### config.mk
export PLATFORM = sky130hd
export DESIGN_NAME = lpt_port_regs
export DESIGN_NICKNAME = d
export VERILOG_FILES = /design/src/rtl/lpt_pkg.sv /design/src/rtl/lpt_addr_dec.sv /design/src/rtl/lpt_hold_reg.sv /design/src/rtl/lpt_status_sync.sv /design/src/rtl/lpt_port_regs.sv
export SDC_FILE = /design/constraint.sdc
export NUM_CORES = 1
export LEC_CHECK = 0
export CAP_MARGIN = 20
export CORE_ASPECT_RATIO = 1.4
export CORE_MARGIN = 1
export CORE_UTILIZATION = 25
export DETAILED_ROUTE_END_ITERATION = 7
export DONT_BUFFER_PORTS = 1
export GPL_TIMING_DRIVEN = 0
export PLACE_DENSITY = 0.35
export SLEW_MARGIN = 20
export SYNTH_ARGS = -nofsm -noshare
export SYNTH_HDL_FRONTEND = slang
export SYNTH_SLANG_ARGS = --single-unit
### constraint.sdc
create_clock -name clk_i -period 2.71 [get_ports clk_i]
set_clock_uncertainty 0.2 [all_clocks]
set_input_delay 0.542 -clock clk_i [delete_from_list [all_inputs] [get_ports clk_i]]
set_output_delay 0.542 -clock clk_i [all_outputs]
set_load 0.005 [all_outputs]
### src/rtl/lpt_pkg.sv
package lpt_pkg;
  localparam int unsigned DATA_W = 8;
  localparam int unsigned CTRL_W = 6;
  localparam int unsigned STAT_W = 5;
  localparam int unsigned ADDR_W = 2;

  typedef enum logic [ADDR_W-1:0] {
    ADDR_DATA  = 2'd0,
    ADDR_STAT  = 2'd1,
    ADDR_CTRL  = 2'd2,
    ADDR_SPARE = 2'd3
  } lpt_addr_e;

  localparam logic [DATA_W-1:0] DATA_RST = '0;
  // strobe high, everything else low
  localparam logic [CTRL_W-1:0] CTRL_RST = 6'b00_0001;
endpackage

### src/rtl/lpt_addr_dec.sv
module lpt_addr_dec
  import lpt_pkg::*;
(
  input  logic [ADDR_W-1:0] addr_i,
  input  logic              wr_i,
  output logic              wr_data_o,
  output logic              wr_ctrl_o,
  output lpt_addr_e         sel_o
);
  always_comb begin
    sel_o     = lpt_addr_e'(addr_i);
    wr_data_o = wr_i && (sel_o == ADDR_DATA);
    wr_ctrl_o = wr_i && (sel_o == ADDR_CTRL);
  end
endmodule

### src/rtl/lpt_hold_reg.sv
module lpt_hold_reg #(
  parameter int unsigned      W   = 8,
  parameter logic [W-1:0]     RST = '0
) (
  input  logic         clk_i,
  input  logic         rst_ni,
  input  logic         we_i,
  input  logic [W-1:0] d_i,
  output logic [W-1:0] q_o
);
  always_ff @(posedge clk_i or negedge rst_ni) begin
    if (!rst_ni)   q_o <= RST;
    else if (we_i) q_o <= d_i;
  end


  hold_stable_chk: assert property (@(posedge clk_i) disable iff (!rst_ni)
    !we_i |=> $stable(q_o));
endmodule

### src/rtl/lpt_status_sync.sv
module lpt_status_sync #(
  parameter int unsigned W      = 5,
  parameter int unsigned STAGES = 2
) (
  input  logic         clk_i,
  input  logic         rst_ni,
  input  logic [W-1:0] async_i,
  output logic [W-1:0] sync_o
);
  logic [W-1:0] stage_q [STAGES];

  for (genvar s = 0; s < STAGES; s++) begin : g_stage
    always_ff @(posedge clk_i or negedge rst_ni) begin
      if (!rst_ni)     stage_q[s] <= '0;
      else if (s == 0) stage_q[s] <= async_i;
      else             stage_q[s] <= stage_q[s-1];
    end
  end

  assign sync_o = stage_q[STAGES-1];

  // checker: input held for STAGES edges must have arrived
  localparam int unsigned CNT_W = $clog2(STAGES + 1) + 1;
  logic [W-1:0]     prev_q;
  logic [CNT_W-1:0] held_q;
  always_ff @(posedge clk_i or negedge rst_ni) begin
    if (!rst_ni) begin
      prev_q <= '0;
      held_q <= '0;
    end else begin
      prev_q <= async_i;
      if (async_i != prev_q)                   held_q <= '0;
      else if (held_q < CNT_W'(STAGES))        held_q <= held_q + 1'b1;
    end
  end


  sync_arrive_chk: assert property (@(posedge clk_i) disable iff (!rst_ni)
    (held_q >= CNT_W'(STAGES)) |-> (sync_o == prev_q));
endmodule

### src/rtl/lpt_port_regs.sv
module lpt_port_regs
  import lpt_pkg::*;
(
  input  logic              clk_i,
  input  logic              rst_ni,
  input  logic [ADDR_W-1:0] addr_i,
  input  logic              wr_i,
  input  logic [DATA_W-1:0] wdata_i,
  output logic [DATA_W-1:0] rdata_o,
  output logic [DATA_W-1:0] pr_data_o,
  output logic              pr_strobe_no,
  output logic              pr_autofd_no,
  output logic              pr_init_no,
  output logic              pr_selin_no,
  output logic              irq_en_o,
  output logic              bidir_o,
  input  logic              pr_busy_i,
  input  logic              pr_ack_ni,
  input  logic              pr_paper_ni,
  input  logic              pr_sel_i,
  input  logic              pr_err_ni
);
  logic              wr_data, wr_ctrl;
  lpt_addr_e         sel;
  logic [DATA_W-1:0] data_q;
  logic [CTRL_W-1:0] ctrl_q;
  logic [STAT_W-1:0] stat_s;

  lpt_addr_dec u_dec (
    .addr_i   (addr_i),
    .wr_i     (wr_i),
    .wr_data_o(wr_data),
    .wr_ctrl_o(wr_ctrl),
    .sel_o    (sel)
  );

  lpt_hold_reg #(.W(DATA_W), .RST(DATA_RST)) u_data (
    .clk_i (clk_i),
    .rst_ni(rst_ni),
    .we_i  (wr_data),
    .d_i   (wdata_i),
    .q_o   (data_q)
  );

  lpt_hold_reg #(.W(CTRL_W), .RST(CTRL_RST)) u_ctrl (
    .clk_i (clk_i),
    .rst_ni(rst_ni),
    .we_i  (wr_ctrl),
    .d_i   (wdata_i[CTRL_W-1:0]),
    .q_o   (ctrl_q)
  );

  lpt_status_sync #(.W(STAT_W), .STAGES(2)) u_sync (
    .clk_i  (clk_i),
    .rst_ni (rst_ni),
    .async_i({pr_busy_i, pr_ack_ni, pr_paper_ni, pr_sel_i, pr_err_ni}),
    .sync_o (stat_s)
  );

  // pins straight from flops
  assign pr_data_o    = data_q;
  assign pr_strobe_no = ctrl_q[0];
  assign pr_autofd_no = ctrl_q[1];
  assign pr_init_no   = ctrl_q[2];
  assign pr_selin_no  = ctrl_q[3];
  assign irq_en_o     = ctrl_q[4];
  assign bidir_o      = ctrl_q[5];

  always_comb begin
    unique case (sel)
      ADDR_DATA: rdata_o = data_q;
      ADDR_STAT: rdata_o = {stat_s, {(DATA_W-STAT_W){1'b0}}};
      ADDR_CTRL: rdata_o = {{(DATA_W-CTRL_W){1'b0}}, ctrl_q};
      default:   rdata_o = '0;
    endcase
  end


  data_load_chk: assert property (@(posedge clk_i) disable iff (!rst_ni)
    (wr_i && addr_i == ADDR_DATA) |=> (pr_data_o == $past(wdata_i)));


  strobe_load_chk: assert property (@(posedge clk_i) disable iff (!rst_ni)
    (wr_i && addr_i == ADDR_CTRL) |=> (pr_strobe_no == $past(wdata_i[0])
                                       && bidir_o == $past(wdata_i[5])));


  stat_wr_ignored_chk: assert property (@(posedge clk_i) disable iff (!rst_ni)
    (wr_i && addr_i == ADDR_STAT) |=> ($stable(pr_data_o) && $stable(pr_strobe_no)
                                       && $stable(pr_init_no)));


  spare_wr_ignored_chk: assert property (@(posedge clk_i) disable iff (!rst_ni)
    (wr_i && addr_i == ADDR_SPARE) |=> ($stable(pr_data_o) && $stable(irq_en_o)
                                        && $stable(pr_selin_no)));
endmodule

==> load_flow_metrics.sql <==
INSERT INTO impl_metrics (metric_group, metric, value, unit) VALUES
('status', 'status', 'completed', ''),
('setup_path', 'timing.reg2reg.worst_path_depth', '1', ''),
('floorplanning', 'start_util', '25.9', '%'),
('power_and_ir_drop', 'power_frac_seq', '57.1', '%'),
('global_routing', 'grt_max_degree', '25', ''),
('power_and_ir_drop', 'power.leakage', '0.474', 'nW'),
('timing', 'timing_hold_violations_final', '0', ''),
('floorplanning', 'die-area', '4030', 'µm²'),
('worst_hold_path', 'worstHoldStart', 'pr_sel_i', ''),
('synth', 'synth_seq_cells', '24', ''),
('setup_path', 'critPathSlowestCell', 'sky130_fd_sc_hd__nor2b_1', ''),
('setup_path', 'cp-end-kind', 'primary output', ''),
('clock_tree', 'clock_tree.htree_level_count', '1', ''),
('final_layout', 'final_instance_area', '1080', 'µm²'),
('drt', 'via_per_inst', '4.64', ''),
('final_layout', 'final_core_util', '29.7', '%'),
('final_layout', 'nets', '84', ''),
('setup_path', 'critical_path.reg2reg.endpoint', 'u_ctrl.q_o[3]', ''),
('power_and_ir_drop', 'total_net_switching_power', '0.000195', 'W'),
('clock_tree', 'worstSkewPairLatency', '260', 'ps'),
('placed_design', 'place_congestion', '0.605', ''),
('final_layout', 'insertedDiodeCount', '0', ''),
('run', 'max_cap_violations', '0', ''),
('synth', 'synth_fp_nets', '77', ''),
('synth', 'syn_area', '945', 'µm²'),
('clock_tree', 'clkTransAtPathRegs', '90', 'ps'),
('drt', 'routed_via_count', '496', ''),
('global_routing', 'antenna_found_initial', '0', ''),
('timing', 'layout_setup_ws', '763', 'ps'),
('drt', 'wirelength', '1.91', 'mm'),
('drt', 'firstDrtPassIters', '2', ''),
('final_layout', 'area_growth', '14.6', '%'),
('synth', 'yosys_warnings', '0', ''),
('global_routing', 'grt_usage', '10.3', '%'),
('setup_path', 'worst-setup-path-type', 'in -> out', ''),
('worst_hold_path', 'hold_depth', '0', ''),
('final_layout', 'drive_gt1_share', '36.9', '%'),
('drt', 'drt_iter0_markers', '3', ''),
('clock_tree', 'cts_tree', 'built', ''),
('setup_path', 'worst-endpoint-arrival', '1200', 'ps'),
('setup_path', 'setup.worst_path.start', 'addr_i[1]', ''),
('setup_path', 'critical_path.reg2reg.startpoint', 'u_ctrl.q_o[3]', ''),
('setup_path', 'worst-endpoint-required', '1970', 'ps'),
('placed_design', 'place_worst_setup_slack', '757', 'ps'),
('timing', 'setup_tns', '0', 'ps'),
('timing', 'period_share', '71.8', '%'),
('worst_hold_path', 'timing.hold.worst_endpoint', 'u_sync.stage_q[6]', ''),
('timing', 'drv_slew', '0', ''),
('synth', 'synthesis.instances', '59', ''),
('timing', 'max_slew_margin', '63.3', '%'),
('drt', 'drcViolationCount', '0', ''),
('timing', 'max_freq', '514', 'MHz'),
('floorplanning', 'core-area', '3640', 'µm²'),
('synth', 'postSynthAreaPerCell', '16.0', 'µm²'),
('setup_path', 'timing.critical_path.cells', 'buf_4 -> nor2b_1 -> o2bb2ai_1', ''),
('power_and_ir_drop', 'p_int', '0.000590', 'W'),
('setup_path', 'setup.worst_path.start_class', 'input port', ''),
('clock_tree', 'root_buffer', 'sky130_fd_sc_hd__clkbuf_8', ''),
('power_and_ir_drop', 'netSwitchingFraction', '24.8', '%'),
('drt', 'post_drt_wl_per_cell', '17.8', 'µm'),
('setup_path', 'timing.critical_path.fanout_max', '10', ''),
('timing', 'timing.final.setup_violations', '0', ''),
('setup_path', 'critical-path-max-stage-delay', '270', 'ps'),
('floorplanning', 'chipHeight', '74.7', 'µm'),
('synth', 'synth.lib_cells_used.distinct', '10', ''),
('placed_design', 'placement.cell_area', '997', 'µm²'),
('floorplanning', 'die_x', '54.0', 'µm'),
('drt', 'ant_nets', '0', ''),
('timing', 'tightest_slew', '550', 'ps'),
('power_and_ir_drop', 'pwr-share-comb', '12.0', '%'),
('global_routing', 'first_pass_grt_wire_length', '2.75', 'mm');
sequential cells by signal, indices dropped and copies added (netlist names):
| register | flops |
|---|---|
| u_sync.sync_o | 5 |
| u_ctrl.q_o | 6 |
| u_data.q_o | 8 |
| u_sync.stage_q | 5 |
routing by layer:
| layer | up-vias | global-route usage, % | wire length (µm) |
|---|---|---|---|
| li1 | 219 | - | - |
| met1 | 243 | 12.5 | 845 |
| met2 | 32 | 15.5 | 836 |
| met3 | 2 | 3.64 | 199 |
| met4 | 0 | 6.14 | 23 |
| met5 | - | 0 | 0 |
cells by family (layout without fill, tap and decap cells):
group | Yosys count | count (layout) | synth area share (%)
and+or+nand+nor | 8 | 8 | 6.76
muxes | 22 | 22 | 25.2
AOI/OAI and AO/OA | 3 | 3 | 2.78
DFF | 24 | 24 | 63.7
buffers and inverters | 2 | 8 | 1.59
power by group through the flow:
stage | Combinational (W) | Sequential (W) | Clock [W]
2_1_floorplan | 0.0000726 | 0.000445 | 0
3_5_place_dp | 0.0000839 | 0.000458 | 0
4_1_cts | 0.0000967 | 0.000450 | 0.000258
6_report | 0.0000940 | 0.000449 | 0.000242
5_1_grt | 0.000104 | 0.000458 | 0.000266
3_3_place_gp | 0.0000825 | 0.000457 | 0
worst max path at each step:
stage	end	slack (ps)	cells past startpoint
after floorplan	rdata_o[3]	930	3
after global placement	rdata_o[5]	760	3
after detailed placement	rdata_o[5]	760	3
after CTS	rdata_o[5]	770	3
after global routing	rdata_o[5]	730	3
final	rdata_o[3]	760	3
cells in the final DEF (no fill, tap or decap):
cell / synthesis / final
sky130_fd_sc_hd__mux2_2: 14 / 14
sky130_fd_sc_hd__dfrtp_1: 23 / 23
sky130_fd_sc_hd__dlygate4sd3_1: 0 / 1
sky130_fd_sc_hd__nor2_1: 5 / 5
sky130_fd_sc_hd__nor2b_1: 1 / 1
sky130_fd_sc_hd__clkbuf_8: 0 / 4
sky130_fd_sc_hd__o2bb2ai_1: 3 / 3
sky130_fd_sc_hd__nor3b_4: 1 / 1
sky130_fd_sc_hd__dfstp_2: 1 / 1
sky130_fd_sc_hd__nand3b_4: 1 / 1
sky130_fd_sc_hd__buf_4: 2 / 2
sky130_fd_sc_hd__buf_12: 0 / 1
sky130_fd_sc_hd__mux2i_1: 8 / 8
per-stage QoR:
step / hold WS, ps / std cells / power [W]
6_report: 95.7 / 107 / 0.000785
5_1_grt: 78.6 / 107 / 0.000828
4_1_cts: 83.6 / 107 / 0.000805
3_5_place_dp: 47.0 / 101 / 0.000542
3_3_place_gp: 47.0 / 101 / 0.000540
2_1_floorplan: 46.4 / 59 / 0.000518
area by class of cell:
type | instances | area, µm²
buffer | 2 | 15.0
tap | 42 | 52.6
timing repair buffer | 2 | 30.0
fill | 377 | 2560
clock buffer | 4 | 55.1
sequential | 24 | 602
multi-input combinational | 33 | 328
worst max-delay path, delay by kind of cell:
kind / cells / cell delay (ps)
compound gates: 1 / 190
simple gates: 1 / 270
buf+inv: 1 / 190
synth_stat cells (all sizes together):
library cell  instances  area share, %
dfstp                 1            2.8
o2bb2ai               3            2.8
mux2                 14             17
buf                   2            1.6
nand3b                1            2.1
mux2i                 8            8.5
nor2                  5            2.0
nor3b                 1            2.0
nor2b                 1           0.66
dfrtp                23             61
repair_timing:
| item | 4_1_cts | 5_1_grt |
|---|---|---|
| hold endpoints to repair | 24 | 0 |
| setup buffers | 0 | 0 |
| gates resized for setup | 0 | 0 |
| hold buffers | 2 | 0 |
| setup endpoints to repair | 0 | 0 |
Note: power is estimated with default switching activity, not from simulation.
